===== config.mk =====
export PLATFORM = sky130hd
export DESIGN_NAME = infix_postfix_conv
export DESIGN_NICKNAME = d
export VERILOG_FILES = /design/src/rtl/infix_pkg.sv /design/src/rtl/infix_mode_chk.sv /design/src/rtl/infix_op_stack.sv /design/src/rtl/infix_postfix_conv.sv
export SDC_FILE = /design/constraint.sdc
export NUM_CORES = 1
export LEC_CHECK = 0
export BUFFER_PORTS_ARGS = -buffer_cell sky130_fd_sc_hd__buf_2
export CAP_MARGIN = 20
export CORE_ASPECT_RATIO = 1.4
export CORE_MARGIN = 2
export CORE_UTILIZATION = 28
export CTS_CLUSTER_SIZE = 25
export DETAILED_ROUTE_END_ITERATION = 8
export PLACE_DENSITY = 0.44
export SYNTH_ARGS = -nofsm -noshare
export SYNTH_HDL_FRONTEND = slang
export SYNTH_SLANG_ARGS = --single-unit

===== constraint.sdc =====
create_clock -name clk -period 8.2 [get_ports clk]
set_input_delay 1.23 -clock clk [delete_from_list [all_inputs] [get_ports clk]]
set_output_delay 1.23 -clock clk [all_outputs]
set_load 0.05 [all_outputs]

===== src/rtl/infix_pkg.sv =====
package infix_pkg;

    typedef enum logic [3:0] {
        TK_ZERO  = 4'd0,
        TK_ONE   = 4'd1,
        TK_SIG   = 4'd2,
        TK_OPEN  = 4'd3,
        TK_CLOSE = 4'd4,
        TK_OR    = 4'd5,
        TK_AND   = 4'd6,
        TK_NOT   = 4'd7,
        TK_END   = 4'd8
    } tok_kind_e;

    // Stacked operator codes; numeric order equals binding strength.
    typedef enum logic [1:0] {
        SO_OPEN = 2'd0,
        SO_OR   = 2'd1,
        SO_AND  = 2'd2,
        SO_NOT  = 2'd3
    } stk_op_e;

    function automatic stk_op_e op_of_tok(tok_kind_e k);
        case (k)
            TK_OR:   return SO_OR;
            TK_AND:  return SO_AND;
            TK_NOT:  return SO_NOT;
            default: return SO_OPEN;
        endcase
    endfunction

    function automatic tok_kind_e tok_of_op(stk_op_e o);
        case (o)
            SO_OR:   return TK_OR;
            SO_AND:  return TK_AND;
            SO_NOT:  return TK_NOT;
            default: return TK_OPEN;
        endcase
    endfunction

    function automatic logic is_operand(tok_kind_e k);
        return (k == TK_ZERO) || (k == TK_ONE) || (k == TK_SIG);
    endfunction

endpackage


===== src/rtl/infix_mode_chk.sv =====
module infix_mode_chk
    import infix_pkg::*;
(
    input  tok_kind_e kind,
    input  logic      expect_opnd,
    output logic      bad_opnd_side,
    output logic      bad_optr_side,
    output logic      next_expect_opnd
);

    logic opnd_side;
    logic optr_side;

    always_comb begin
        opnd_side = is_operand(kind) || (kind == TK_OPEN) || (kind == TK_NOT);
        optr_side = (kind == TK_OR) || (kind == TK_AND) ||
                    (kind == TK_CLOSE) || (kind == TK_END);

        bad_opnd_side = opnd_side && !expect_opnd;
        bad_optr_side = optr_side && expect_opnd;

        next_expect_opnd = expect_opnd;
        if (is_operand(kind)) begin
            next_expect_opnd = 1'b0;
        end else if ((kind == TK_OR) || (kind == TK_AND) ||
                     (kind == TK_OPEN) || (kind == TK_NOT)) begin
            next_expect_opnd = 1'b1;
        end else if ((kind == TK_CLOSE) || (kind == TK_END)) begin
            next_expect_opnd = 1'b0;
        end
    end

endmodule


===== src/rtl/infix_op_stack.sv =====
module infix_op_stack
    import infix_pkg::*;
#(
    parameter int DEPTH = 50,
    parameter int SP_W  = $clog2(DEPTH + 1)
) (
    input  logic             clk,
    input  logic             rst_n,
    input  logic             push,
    input  logic             pop,
    input  logic             reinit,
    input  stk_op_e          push_op,
    output stk_op_e          top_op,
    output logic [SP_W-1:0]  depth,
    output logic             full
);

    localparam logic [SP_W-1:0] FULL_SP = SP_W'(DEPTH);
    localparam logic [SP_W-1:0] ONE_SP  = SP_W'(1);

    typedef struct packed {
        stk_op_e [DEPTH-1:0] mem;
        logic [SP_W-1:0]     sp;
    } stk_t;

    stk_t stk_q, stk_d;

    always_comb begin
        stk_d = stk_q;
        if (reinit) begin
            // Fresh expression: only the implicit outer bracket remains.
            stk_d.mem[0] = SO_OPEN;
            stk_d.sp     = ONE_SP;
        end else if (pop && (stk_q.sp != '0)) begin
            stk_d.sp = stk_q.sp - ONE_SP;
        end else if (push && (stk_q.sp != FULL_SP)) begin
            stk_d.mem[stk_q.sp] = push_op;
            stk_d.sp            = stk_q.sp + ONE_SP;
        end
    end

    always_ff @(posedge clk or negedge rst_n) begin
        if (!rst_n) begin
            stk_q <= stk_t'({{(2*DEPTH){1'b0}}, ONE_SP});
        end else begin
            stk_q <= stk_d;
        end
    end

    always_comb begin
        top_op = (stk_q.sp == '0) ? SO_OPEN : stk_q.mem[stk_q.sp - ONE_SP];
        depth  = stk_q.sp;
        full   = (stk_q.sp == FULL_SP);
    end

endmodule


===== src/rtl/infix_postfix_conv.sv =====
module infix_postfix_conv
    import infix_pkg::*;
#(
    parameter int IDX_W       = 4,
    parameter int STACK_DEPTH = 50,
    parameter int OUT_LIMIT   = 50
) (
    input  logic             clk,
    input  logic             rst_n,
    input  logic             in_valid,
    output logic             in_ready,
    input  logic [3:0]       in_kind,
    input  logic [IDX_W-1:0] in_idx,
    output logic             out_valid,
    input  logic             out_ready,
    output logic [3:0]       out_kind,
    output logic [IDX_W-1:0] out_idx,
    output logic             out_done,
    output logic             err_need_optr,
    output logic             err_need_opnd,
    output logic             err_unmatched,
    output logic             err_premature,
    output logic             err_overflow
);

    localparam int SP_W  = $clog2(STACK_DEPTH + 1);
    localparam int CNT_W = $clog2(OUT_LIMIT + 1);
    localparam logic [CNT_W-1:0] CNT_LIM = CNT_W'(OUT_LIMIT);
    localparam logic [SP_W-1:0]  SP_ONE  = SP_W'(1);

    typedef enum logic {PH_TAKE, PH_FLUSH} phase_e;

    typedef struct packed {
        phase_e           ph;
        tok_kind_e        cur;
        logic             exp_opnd;
        logic             discard;
        logic             fresh;
        logic             ov;
        tok_kind_e        ok;
        logic [IDX_W-1:0] oi;
        logic             od;
        logic [CNT_W-1:0] cnt;
        logic             e_a;
        logic             e_b;
        logic             e_unm;
        logic             e_pre;
        logic             e_ovf;
    } ctl_t;

    ctl_t ctl_q, ctl_d;

    // Stack control
    logic            stk_push, stk_pop, stk_reinit, stk_full;
    stk_op_e         stk_push_op, stk_top;
    logic [SP_W-1:0] stk_depth;

    // Mode tracker
    tok_kind_e tok_in;
    logic      mode_bad_a, mode_bad_b, mode_next;

    logic out_free;
    logic take;

    assign tok_in = tok_kind_e'(in_kind);

    infix_op_stack #(
        .DEPTH (STACK_DEPTH),
        .SP_W  (SP_W)
    ) stack_i (
        .clk     (clk),
        .rst_n   (rst_n),
        .push    (stk_push),
        .pop     (stk_pop),
        .reinit  (stk_reinit),
        .push_op (stk_push_op),
        .top_op  (stk_top),
        .depth   (stk_depth),
        .full    (stk_full)
    );

    infix_mode_chk mode_i (
        .kind             (tok_in),
        .expect_opnd      (ctl_q.exp_opnd),
        .bad_opnd_side    (mode_bad_a),
        .bad_optr_side    (mode_bad_b),
        .next_expect_opnd (mode_next)
    );

    function automatic ctl_t put_tok(ctl_t s, tok_kind_e k, logic [IDX_W-1:0] i);
        ctl_t r = s;
        if (r.cnt == CNT_LIM) begin
            r.e_ovf = 1'b1;
        end else begin
            r.ov  = 1'b1;
            r.ok  = k;
            r.oi  = i;
            r.od  = 1'b0;
            r.cnt = r.cnt + 1'b1;
        end
        return r;
    endfunction

    function automatic ctl_t put_end(ctl_t s);
        ctl_t r = s;
        r.ov       = 1'b1;
        r.ok       = TK_END;
        r.oi       = '0;
        r.od       = 1'b1;
        r.ph       = PH_TAKE;
        r.exp_opnd = 1'b1;
        r.fresh    = 1'b1;
        r.discard  = 1'b0;
        return r;
    endfunction

    always_comb begin
        ctl_d       = ctl_q;
        stk_push    = 1'b0;
        stk_pop     = 1'b0;
        stk_reinit  = 1'b0;
        stk_push_op = SO_OPEN;

        out_free = !ctl_q.ov || out_ready;
        in_ready = (ctl_q.ph == PH_TAKE) && out_free;
        take     = in_valid && in_ready;

        if (ctl_q.ov && out_ready) begin
            ctl_d.ov = 1'b0;
        end

        if (take) begin
            if (ctl_q.fresh) begin
                ctl_d.fresh = 1'b0;
                ctl_d.cnt   = '0;
                ctl_d.e_a   = 1'b0;
                ctl_d.e_b   = 1'b0;
                ctl_d.e_unm = 1'b0;
                ctl_d.e_pre = 1'b0;
                ctl_d.e_ovf = 1'b0;
            end
            if (ctl_q.discard) begin
                if (tok_in == TK_END) begin
                    ctl_d      = put_end(ctl_d);
                    stk_reinit = 1'b1;
                end
            end else begin
                ctl_d.e_a      = ctl_d.e_a | mode_bad_a;
                ctl_d.e_b      = ctl_d.e_b | mode_bad_b;
                ctl_d.exp_opnd = mode_next;
                case (tok_in)
                    TK_ZERO, TK_ONE: ctl_d = put_tok(ctl_d, tok_in, '0);
                    TK_SIG:          ctl_d = put_tok(ctl_d, tok_in, in_idx);
                    TK_OPEN, TK_NOT: begin
                        // Prefix items never flush anything below them.
                        if (stk_full) begin
                            ctl_d.e_ovf = 1'b1;
                        end else begin
                            stk_push    = 1'b1;
                            stk_push_op = op_of_tok(tok_in);
                        end
                    end
                    TK_OR, TK_AND, TK_CLOSE, TK_END: begin
                        ctl_d.cur = tok_in;
                        ctl_d.ph  = PH_FLUSH;
                    end
                    default: ;
                endcase
            end
        end else if ((ctl_q.ph == PH_FLUSH) && out_free) begin
            if (stk_depth == '0) begin
                if (ctl_q.cur == TK_END) begin
                    ctl_d      = put_end(ctl_d);
                    stk_reinit = 1'b1;
                end else begin
                    ctl_d.e_unm   = 1'b1;
                    ctl_d.discard = 1'b1;
                    ctl_d.ph      = PH_TAKE;
                end
            end else if ((ctl_q.cur == TK_OR) || (ctl_q.cur == TK_AND)) begin
                if (stk_top >= op_of_tok(ctl_q.cur)) begin
                    stk_pop = 1'b1;
                    ctl_d   = put_tok(ctl_d, tok_of_op(stk_top), '0);
                end else begin
                    if (stk_full) begin
                        ctl_d.e_ovf = 1'b1;
                    end else begin
                        stk_push    = 1'b1;
                        stk_push_op = op_of_tok(ctl_q.cur);
                    end
                    ctl_d.ph = PH_TAKE;
                end
            end else if (stk_top == SO_OPEN) begin
                stk_pop = 1'b1;
                if (ctl_q.cur == TK_CLOSE) begin
                    if (stk_depth == SP_ONE) begin
                        ctl_d.e_unm   = 1'b1;
                        ctl_d.discard = 1'b1;
                    end
                    ctl_d.ph = PH_TAKE;
                end else begin
                    if (stk_depth != SP_ONE) begin
                        ctl_d.e_pre = 1'b1;
                    end
                    ctl_d      = put_end(ctl_d);
                    stk_reinit = 1'b1;
                end
            end else begin
                stk_pop = 1'b1;
                ctl_d   = put_tok(ctl_d, tok_of_op(stk_top), '0);
            end
        end
    end

    always_ff @(posedge clk or negedge rst_n) begin
        if (!rst_n) begin
            ctl_q          <= '0;
            ctl_q.ph       <= PH_TAKE;
            ctl_q.exp_opnd <= 1'b1;
            ctl_q.fresh    <= 1'b1;
        end else begin
            ctl_q <= ctl_d;
        end
    end

    assign out_valid     = ctl_q.ov;
    assign out_kind      = ctl_q.ok;
    assign out_idx       = ctl_q.oi;
    assign out_done      = ctl_q.od;
    assign err_need_optr = ctl_q.e_a;
    assign err_need_opnd = ctl_q.e_b;
    assign err_unmatched = ctl_q.e_unm;
    assign err_premature = ctl_q.e_pre;
    assign err_overflow  = ctl_q.e_ovf;

endmodule


[Word level (Yosys, flattened, before mapping)]
Index checks and enable logic that the tools add are counted.
Operators by class
  reductions and logical operators: 52
  multiplexer cells: 85
  magnitude comparators: 4
  equal/unequal tests: 42
  bitwise logic cells: 6
  add/sub/neg operators: 4
Operators with widths (count)
  $mux 29: 7
  $bwmux 100: 1
  $mux 16: 3
  $mux 1: 40
  $pmux 20 s2: 1
  $mux 19: 2
  $mux 2: 18
  $eq 4x3->1 const B: 8
  $mux 11: 2
  $mux 20: 1
  $add 6x1->6 const B: 3
  $eq 6x6->1 const B: 3
  $reduce_and 6->1: 3
  $mux 8: 2
  $lt 6x7->1 const B: 2
  $bmux 2 s6: 1
  $demux 2 s6: 1
  $logic_or 1x1->1: 12
  $ne 3x2->1 const B: 4
  $ne 3x3->1 const B: 4
  $ne 4x4->1 const B: 3
  $pmux 2 s3: 2
  $reduce_and 4->1: 3
  $reduce_bool 3->1: 4
  37 further kinds: 63
Word-level totals
  register bits after elaboration: 135
  word-level logic and storage cells: 259

[Depth between registers and ports, before layout]
Gate-level depths: netlist (run 1).
  depth after elaboration: 16
  depth in mapped cells: 23

[Hierarchy]
A second synthesis (run 1) with hierarchy kept.
Second synthesis, totals
  cells, all modules: 712
  area total of the unflattened synthesis: 7683.6 µm²
By module, submodules not included
  infix_op_stack: instances 1, area an instance 5544.1 µm², cells each 476, seq. area each 2653.8 µm²
  infix_postfix_conv: instances 1, area an instance 2064.5 µm², cells each 226, seq. area each 728.2 µm²
  infix_mode_chk: instances 1, area an instance 75.1 µm², cells each 10, seq. area each 0.0 µm²

[Worst setup path before layout (run 1)]
OpenSTA, ideal clock, no wires.
  path kind: register to register
  from: register stack_i.stk_q, in the netlist stack_i.depth[0]
  to: register stack_i.stk_q[8] in the netlist's numbering
  data arrival time: 5.848 ns
  setup slack: 2.227 ns
  cell stages (with the launch flop): 24
  path buffers: 7
  cell sequence: dfstp_2 buf_6 buf_6 buf_6 buf_4 inv_1 ha_1 buf_2 clkbuf_1 mux4_2 mux4_2 a211oi_2 nor3_4 inv_1 ha_1 nand2b_1 a2111o_1 o22ai_1 and2_1 clkbuf_1 nand2b_1 nor3_1 nand2_1 mux2_2
Between the ends
  word-level cells in the longest chain between the ends: 13
  elaborated cells on any way between the ends: 48
RTL lines
  start, declared: line infix_op_stack.sv:26  | stk_t stk_q, stk_d;
  start signal, assigned: line infix_op_stack.sv:44  | stk_q <= stk_t'({{(2*DEPTH){1'b0}}, ONE_SP});
  start signal, assigned: line infix_op_stack.sv:46  | stk_q <= stk_d;
  $sub 6x1->6: line infix_op_stack.sv:51  | top_op = (stk_q.sp == '0) ? SO_OPEN : stk_q.mem[stk_q.sp - ONE_SP];
  $bmux 2 s6: line infix_op_stack.sv:51
  $mux 2 (implied by the code): line infix_op_stack.sv:51
  $mux 2: line infix_op_stack.sv:51
  $ge 2x2->1: line infix_postfix_conv.sv:181  | if (stk_top >= op_of_tok(ctl_q.cur)) begin
  $mux 1: line infix_postfix_conv.sv:181
  $mux 1: line infix_postfix_conv.sv:180  | end else if ((ctl_q.cur == TK_OR) || (ctl_q.cur == TK_AND)) begin
  $mux 1: line infix_postfix_conv.sv:171  | if (stk_depth == '0) begin
  $mux 1: line infix_postfix_conv.sv:170  | end else if ((ctl_q.ph == PH_FLUSH) && out_free) begin
  $mux 1: line infix_postfix_conv.sv:132  | if (take) begin
  $logic_and 1x1->1: line infix_op_stack.sv:34  | end else if (pop && (stk_q.sp != '0)) begin
  $not 1->1 (no source line)
  $reduce_and 3->1 (no source line)
Several ways; a longest one is shown, not always the timed one. The select of a mux whose other input is x is not followed.
A chain may end at the register's enable or synchronous reset.

[Final worst setup path (run 1)]
  from: register stack_i.stk_q, in the netlist stack_i.depth[1]
  to: register stack_i.stk_q[10] in the netlist's numbering
Same word-level chain as after synthesis.

==> reports/results.ini, run 1 <==
[pwr]
peakVddDrop_mv = 0.119
switching_share_pct = 42.5
power_density_nw_per_um2 = 313
seqPwrFrac_pct = 31.6
clkPwrFrac_pct = 28.2
pwr-share-comb_pct = 40.2
p_sw_w = 0.00114
internal_power_w = 0.00155
p_leak_nw = 3.82

[run]
cap_violations = 0

[critical_path]
reg2reg_depth = 17
slowest_stage = nor3_1
crit_chain = inv_1 > ha_1 > or3b_1 > xor2_1 > a2111oi_0 > o41a_1 > nor3_4 > inv_1 > ha_1 > nand2b_1 > a2111o_1 > o22ai_1 > and2_1 > nand2b_1 > nor3_1 > nand2_1 > mux2_2
slowest_delay_ps = 610
critical_path_class = reg2reg
r2r_end = stack_i.stk_q[10]$_DFFE_PN0P_
startpoint_type = flip-flop
r2r_start = stack_i.depth[1]$_DFFE_PN0P_
required_ps = 8510
critPathCaptureType = flip-flop
reg2reg_slack_ps = 2020
crit_fanout = 11
critPathArrivalTime_ps = 6490

[layout]
synthToLayoutAreaGrowth_pct = 13.2
fillers = 2666
mostFrequentLayoutCells = dfrtp_1 (132), mux2_2 (102), nand2_1 (79), nor2_1 (36)
diodes = 0
final_common_cell = dfrtp_1
nets = 698
drive_above_1_share_pct = 31.1

[timing]
whs_ps = 502
setup_viol = 0
fin_crit_ps = 6180
slew_headroom_pct = 31.5
rsz0062_at_grt = false
fin_skew_ps = 9.66
fin_crit_sh_pct = 75.4
report.final.slew_viol_count = 0
hold_viol = 0
tightest_slew_ps = 1020
max_freq_mhz = 162
setup_tns_ps = 0

[logic_synthesis]
yosys_warnings = 0
netlist.area_leader.share_pct = 43.6
synth_area_leaders = dfrtp_1 (44%), mux2_2 (15%), mux4_2 (7.7%)
synthDistinctLibCells = 71
syn_area_per_cell_um2 = 11.2
ys_seq_area_share_pct = 44.7
synthCells = 673
synth_area_leader_cell = dfrtp_1
ys_ff_latch = 135
syn_area_um2 = 7570
syn_nets = 695
synth_flop_cell = dfrtp_1
synth-edff-count = 0
postSynth.asyncResetShare_pct = 100

[route]
viasPerCell = 5.19
ant_nets = 0
drt-wirelength-per-cell_um = 19.3
firstDrtPassIters = 5
dr_total_vias = 5474
remaining_drc_errors = 0
drtIter0Drc = 283
drt-total-wl_um = 20300

[hold_path]
hold_path_depth = 1
hold_start = stack_i.stk_q[105]$_DFFE_PN0P_
holdPathEnd = stack_i.stk_q[105]$_DFFE_PN0P_
min_path_type = reg2reg

[placement]
io_buffers = 27
hpwl_um = 14200
globalplace.congestion = 0.827

[global_routing]
grt_pass1_wl_um = 32800
antenna_found_initial = 0
grt_use_total_pct = 15.2
grt_pass1_vias = 5798
grt_overflow = 0
grt_max_degree = 73

[die]
initial_core_util_pct = 28.3
num_rows = 71
die_w_um = 143
core_um2 = 26700
io_pins = 28
die_y_um = 199
die-area_um2 = 28400

[clock_tree]
cts-root-buf = clkbuf_16
ctsResizeCount = 0
clk_pin_slew_ps = 60
cts.sinks = 135
cts_setup_buffers = 0
clock_latency_ps = 430
cts_made_buffers = 17
tritoncts = done
cts_hold_buf = 0
cts_max_path_buffers = 2
cts_htree_levels = 4

[outcome]
status = complete, no violations

==> power by group through the flow <==
stage                     sequential, W  combinational, W  clock [W]
after floorplan                0.000863          0.000829          0
after global placement         0.000856           0.00108          0
after detailed placement       0.000860           0.00108          0
after CTS                      0.000848           0.00109   0.000780
after global routing           0.000864           0.00118   0.000810
final                          0.000848           0.00108   0.000758
==> final cells by class <==
class                   instances  area [µm²]  area share [%]
clock buffers                  18         429            5.01
inverters                      19        71.3           0.832
repair buffers                 35         201            2.35
well taps                     365         457            5.33
clock inverters                14         148            1.72
flip-flops and latches        135        3380            39.5
multi-input cells             468        3880            45.3
==> registers in the layout, summed over array words and instances, names as in the netlist <==
signal and flops:
stack_i.stk_q 100, ctl_q 14, stack_i.depth 6, out_idx 4, out_kind 4, err_need_opnd 1
err_need_optr 1, err_overflow 1, err_premature 1, err_unmatched 1, out_done 1, out_valid 1
==> worst max path at each step <==
stage,start,endpoint,slack [ps]
after global placement,stack_i.depth[1]$_DFFE_PN0P_,stack_i.stk_q[8]$_DFFE_PN0P_,2260
after CTS,stack_i.depth[1]$_DFFE_PN0P_,stack_i.stk_q[10]$_DFFE_PN0P_,2040
after floorplan,stack_i.depth[0]$_DFFE_PN1P_,stack_i.stk_q[8]$_DFFE_PN0P_,2230
final,stack_i.depth[1]$_DFFE_PN0P_,stack_i.stk_q[10]$_DFFE_PN0P_,2020
after global routing,stack_i.depth[1]$_DFFE_PN0P_,stack_i.stk_q[10]$_DFFE_PN0P_,1590
after detailed placement,stack_i.depth[1]$_DFFE_PN0P_,stack_i.stk_q[10]$_DFFE_PN0P_,2100
==> through the flow <==
step	setup slack, ps	cells	total power [W]	area, µm²	utilization, %
after floorplan	2230	673	0.00169	7570	-
after global placement	2260	1022	0.00194	7990	29.9
after detailed placement	2100	1022	0.00194	7990	29.9
after CTS	2040	1054	0.00272	8570	32.0
after global routing	1590	1054	0.00286	8570	32.0
final	2020	1054	0.00268	8570	32.0
==> layer usage <==
layer / vias up / GRT usage [%] / share of wire (%)
li1: 2495 / - / -
met1: 2811 / 17.1 / 40
met2: 131 / 27.1 / 53
met3: 37 / 3.01 / 3.3
met4: 0 / 7.81 / 3.2
met5: - / 0 / 0
==> cell families (layout without fill, tap and decap cells) <==
kind of cell	Yosys count	in the layout	synth area share [%]
buffers and inverters	70	86	4.55
AOI/OAI and AO/OA	98	98	9.80
DFF	135	135	44.7
xor gates and xnor gates	10	10	1.26
and+or+nand+nor	214	214	13.9
muxes	136	136	24.2
adders and majority gates	10	10	1.65
==> critical path, delay by kind of cell (launching register included) <==
family                     cells  cell delay (ps)
adders and majority gates      2              630
AOI/OAI and AO/OA              4             1400
buffers and inverters          2              350
and+or+nand+nor                7             2510
DFF                            1              500
muxes                          1              330
xor gates and xnor gates       1              350
==> synthesized netlist by cell type (3+ instances only) <==
cell / count
a31oi_1: 3
xnor2_1: 4
inv_1: 19
mux4_2: 26
mux2_2: 102
o211ai_1: 7
nand2_1: 79
buf_4: 10
o31ai_1: 9
a22o_1: 3
nand3_1: 18
or3_1: 7
a2111oi_0: 3
or4_1: 6
and2_1: 4
buf_1: 4
a211oi_1: 3
nand2b_1: 9
nor3_1: 16
nor4_1: 5
nor2b_1: 7
a21oi_1: 17
and3_1: 12
mux2i_1: 7
nor2_1: 36
ha_1: 10
dfstp_2: 3
o21ai_0: 14
a2bb2oi_1: 3
xor2_1: 5
buf_2: 5
buf_6: 5
clkbuf_1: 27
nand4_1: 5
o221ai_1: 3
dfrtp_1: 132
a21o_1: 4
Note: power is estimated with default switching activity, not from simulation.
==> run 2: changes to the inputs <==
--- a/config.mk
+++ b/config.mk
@@ -5,6 +5,7 @@
 export SDC_FILE = /design/constraint.sdc
 export NUM_CORES = 1
 export LEC_CHECK = 0
+export ABC_AREA = 1
 export BUFFER_PORTS_ARGS = -buffer_cell sky130_fd_sc_hd__buf_2
 export CAP_MARGIN = 20
 export CORE_ASPECT_RATIO = 1.4
==> constraint.sdc (replaced) <==
create_clock -name clk -period 6.4 [get_ports clk]
set_input_delay 0.96 -clock clk [delete_from_list [all_inputs] [get_ports clk]]
set_output_delay 0.96 -clock clk [all_outputs]
set_load 0.05 [all_outputs]
==> reports/results.ini, run 2 <==
[outcome]
status = complete, no violations

[critical_path]
crit_fanout = 22  ; +11
critPathArrivalTime_ps = 4930  ; -1560 ps
reg2reg_depth = 23  ; +6
path_buf_inv = 6  ; +4
r2r_end = stack_i.depth[4]$_DFFE_PN0P_
slowest_stage = dfrtp_1
path_delay_family = simple AND/OR/NAND/NOR gates
critPathCaptureType = flip-flop
slowest_delay_ps = 550  ; -60 ps
reg2reg_slack_ps = 1840  ; -180 ps
required_ps = 6770  ; -1740 ps
critical_path_class = reg2reg
startpoint_type = flip-flop
crit_chain = inv_1 > ha_1 > inv_1 > buf_4 > nand3_1 > nand3_1 > nand3_1 > nand3_1 > nand3_2 > nand2_4 > ha_1 > nor2_1 > inv_1 > a21oi_1 > nand2_1 > nor2_1 > nand2_1 > nand2_2 > buf_4 > nor2_2 > inv_1 > nand4_1 > nand2_1
r2r_start = stack_i.depth[1]$_DFFE_PN0P_

[hold_path]
min_path_type = reg2reg
hold_path_depth = 2  ; +1
hold_start = stack_i.stk_q[102]$_DFFE_PN0P_
holdPathEnd = stack_i.stk_q[102]$_DFFE_PN0P_

[logic_synthesis]
ys_ff_latch = 135  ; unchanged
synthTopCellsByCount = nand2_1 (308), nand3_1 (177), dfrtp_1 (132)
synth_top_family_by_area = simple AND/OR/NAND/NOR gates
yosys_warnings = 0  ; unchanged
yosys.area_share.xor_xnor_pct = 0.883  ; -0.37 points
synth_compound_area_share_pct = 11.0  ; +1.2 points
yosysMostFrequentCell = nand2_1
synthMuxAreaShare_pct = 0  ; -24 points
syn_area_um2 = 7940  ; +4.9%
synth-adder-area-share_pct = 1.58  ; -0.077 points
postSynth.asyncResetShare_pct = 100  ; unchanged
ys_seq_area_share_pct = 42.6  ; -2.1 points
synthDistinctLibCells = 47  ; -34%
yosys.area_share.simple_pct = 35.6  ; +22 points
netlist.area_leader.share_pct = 41.6  ; -2.0 points
synthCells = 1069  ; +59%
syn_area_per_cell_um2 = 7.43  ; -34%
syn_nets = 1091  ; +57%
synth_area_leaders = dfrtp_1 (42%), nand2_1 (15%), nand3_1 (11%)
synth-edff-count = 0  ; unchanged
synth_flop_cell = dfrtp_1
synth_area_leader_cell = dfrtp_1

[clock_tree]
cts-root-buf = clkbuf_16
ctsResizeCount = 0  ; unchanged
cts_made_buffers = 17  ; unchanged
clock_latency_ps = 430  ; about the same
cts.sinks = 135  ; unchanged
tritoncts = done
cts_setup_buffers = 0  ; unchanged
cts_hold_buf = 0  ; unchanged
cts_max_path_buffers = 2  ; unchanged
clk_pin_slew_ps = 60  ; about the same
cts_htree_levels = 4  ; unchanged

[die]
core_um2 = 27700  ; +3.8%
die-area_um2 = 29700  ; +4.8%
io_pins = 28  ; unchanged
initial_core_util_pct = 28.6  ; +0.30 points
num_rows = 72  ; +1.4%
die_y_um = 203  ; +2.4%
die_w_um = 146  ; +2.3%

[pwr]
power_density_nw_per_um2 = 477  ; +52%
p_leak_nw = 3.98  ; +4.2%
peakVddDrop_mv = 0.215  ; +81%

[timing]
setup_tns_ps = 0  ; unchanged
max_freq_mhz = 219  ; +35%
tightest_slew_ps = 1110  ; +92.6 ps
slew_headroom_pct = 25.3  ; -6.2 points
hold_viol = 0  ; unchanged
whs_ps = 481  ; -20.9 ps
rsz0062_at_grt = false
fin_crit_sh_pct = 71.3  ; -4.1 points
fin_skew_ps = 9.50  ; -0.161 ps
fin_crit_ps = 4560  ; -1620 ps
report.final.slew_viol_count = 0  ; unchanged
setup_viol = 0  ; unchanged

[global_routing]
use_met3_pct = 2.75  ; -0.26 points
met2_usage_pct = 30.8  ; +3.7 points
grt_max_degree = 79  ; +8.2%
grt_pass1_wl_um = 38900  ; +19%
grt_use_total_pct = 16.9  ; +1.6 points
grt_overflow = 0  ; unchanged
antenna_found_initial = 0  ; unchanged
grt_use_met1_pct = 20.1  ; +2.9 points
grt_pass1_vias = 6946  ; +20%
busiest_layer = met2

[layout]
drive_above_1_share_pct = 11.5  ; -20 points
top_register = stack_i.stk_q
instances_no_fill = 1461  ; +39%
fillers = 3088  ; +16%
synthToLayoutAreaGrowth_pct = 12.0
final_common_cell = nand2_1
fin_util_pct = 32.1  ; about the same
largest_register_ff_count = 100  ; unchanged
mostFrequentLayoutCells = nand2_1 (308), nand3_1 (177), dfrtp_1 (132), o21ai_0 (120), inv_1 (70)
diodes = 0  ; unchanged
nets = 1100  ; +58%

[placement]
hpwl_um = 16600  ; +17%
io_buffers = 27  ; unchanged
globalplace.congestion = 0.843  ; +1.9%
place_inst = 1428  ; +40%

[route]
firstDrtPassIters = 5  ; unchanged
ant_nets = 0  ; unchanged
dr_total_vias = 7043  ; +29%
viasPerCell = 4.82  ; -7.2%
remaining_drc_errors = 0  ; unchanged
drt-total-wl_um = 24100  ; +19%
drt-wirelength-per-cell_um = 16.5  ; -14%
drtIter0Drc = 420  ; +48%

[run]
cap_violations = 0  ; unchanged

run 2: cell types whose count changed after synthesis, moves of 16 or more:
| cell | previous run | this run |
|---|---|---|
| nand2_1 | 79 | 308 |
| nand3_1 | 18 | 177 |
| o21ai_0 | 14 | 120 |
| mux2_2 | 102 | 0 |
| inv_1 | 19 | 70 |
| nor2_1 | 36 | 68 |
| mux4_2 | 26 | 0 |
| clkbuf_1 | 27 | 10 |
| nand4_1 | 5 | 21 |
run 2: cell families after synthesis:
logic type,after synthesis
adder cells (fa/ha/maj),10
buffers and inverters,137
flip-flops,135
AND/OR/NAND/NOR,621
AO/OA/AOI/OAI,158
XOR/XNOR,8
run 2: per-layer routing:
metal / vias up / wire length, µm
met4: 0 / 515
met2: 96 / 12600
met3: 25 / 537
met5: - / 0
met1: 3360 / 10500
li1: 3562 / -
run 2: cell type report:
| cell class | instances | area (µm²) | share of cell area [%] |
|---|---|---|---|
| Clock buffer | 23 | 468 | 5.26 |
| Clock inverter | 9 | 100 | 1.13 |
| Inverter | 87 | 338 | 3.80 |
| Multi-Input combinational cell | 797 | 3910 | 43.9 |
| Sequential cell | 135 | 3380 | 38.0 |
| Tap cell | 370 | 463 | 5.20 |
| Timing Repair Buffer | 40 | 236 | 2.66 |
run 2: where the power goes:
part           internal (W)  leakage, nW  switching (W)  total, W
registers          0.000958         1.84       0.000106   0.00106
logic              0.000610         1.86        0.00160   0.00221
clock network      0.000590        0.277       0.000377  0.000968
run 2: how the worst max path moves through the flow:
| stage | endpoint | depth (start not counted) | startpoint |
|---|---|---|---|
| finish | stack_i.depth[4]$_DFFE_PN0P_ | 23 | stack_i.depth[1]$_DFFE_PN0P_ |
| global route | stack_i.stk_q[15]$_DFFE_PN0P_ | 22 | stack_i.depth[1]$_DFFE_PN0P_ |
| CTS | stack_i.depth[4]$_DFFE_PN0P_ | 23 | stack_i.depth[1]$_DFFE_PN0P_ |
| global placement | stack_i.depth[5]$_DFFE_PN0P_ | 23 | stack_i.depth[1]$_DFFE_PN0P_ |
| detailed placement | stack_i.stk_q[17]$_DFFE_PN0P_ | 22 | stack_i.depth[1]$_DFFE_PN0P_ |
| floorplan | stack_i.stk_q[31]$_DFFE_PN0P_ | 26 | stack_i.depth[0]$_DFFE_PN1P_ |
run 2: metrics by stage:
| stage | setup WS, ps | instance area [µm²] | total power [W] |
|---|---|---|---|
| finish | 1840 | 8890 | 0.00424 |
| global route | 1350 | 8890 | 0.00458 |
| CTS | 1810 | 8890 | 0.00431 |
| detailed placement | 1820 | 8320 | 0.00332 |
| global placement | 1940 | 8320 | 0.00333 |
| floorplan | 2700 | 7940 | 0.00278 |
run 2: worst reg2reg max path, stage by stage (launching register included):
cell,delay [ps]
dfrtp_1,550
inv_1,170
ha_1,310
inv_1,410
buf_4,290
nand3_1,90
nand3_1,100
nand3_1,120
nand3_1,120
nand3_2,140
nand2_4,140
ha_1,240
nor2_1,100
inv_1,40
a21oi_1,150
nand2_1,150
nor2_1,140
nand2_1,90
nand2_2,360
buf_4,330
nor2_2,120
inv_1,150
nand4_1,110
nand2_1,90
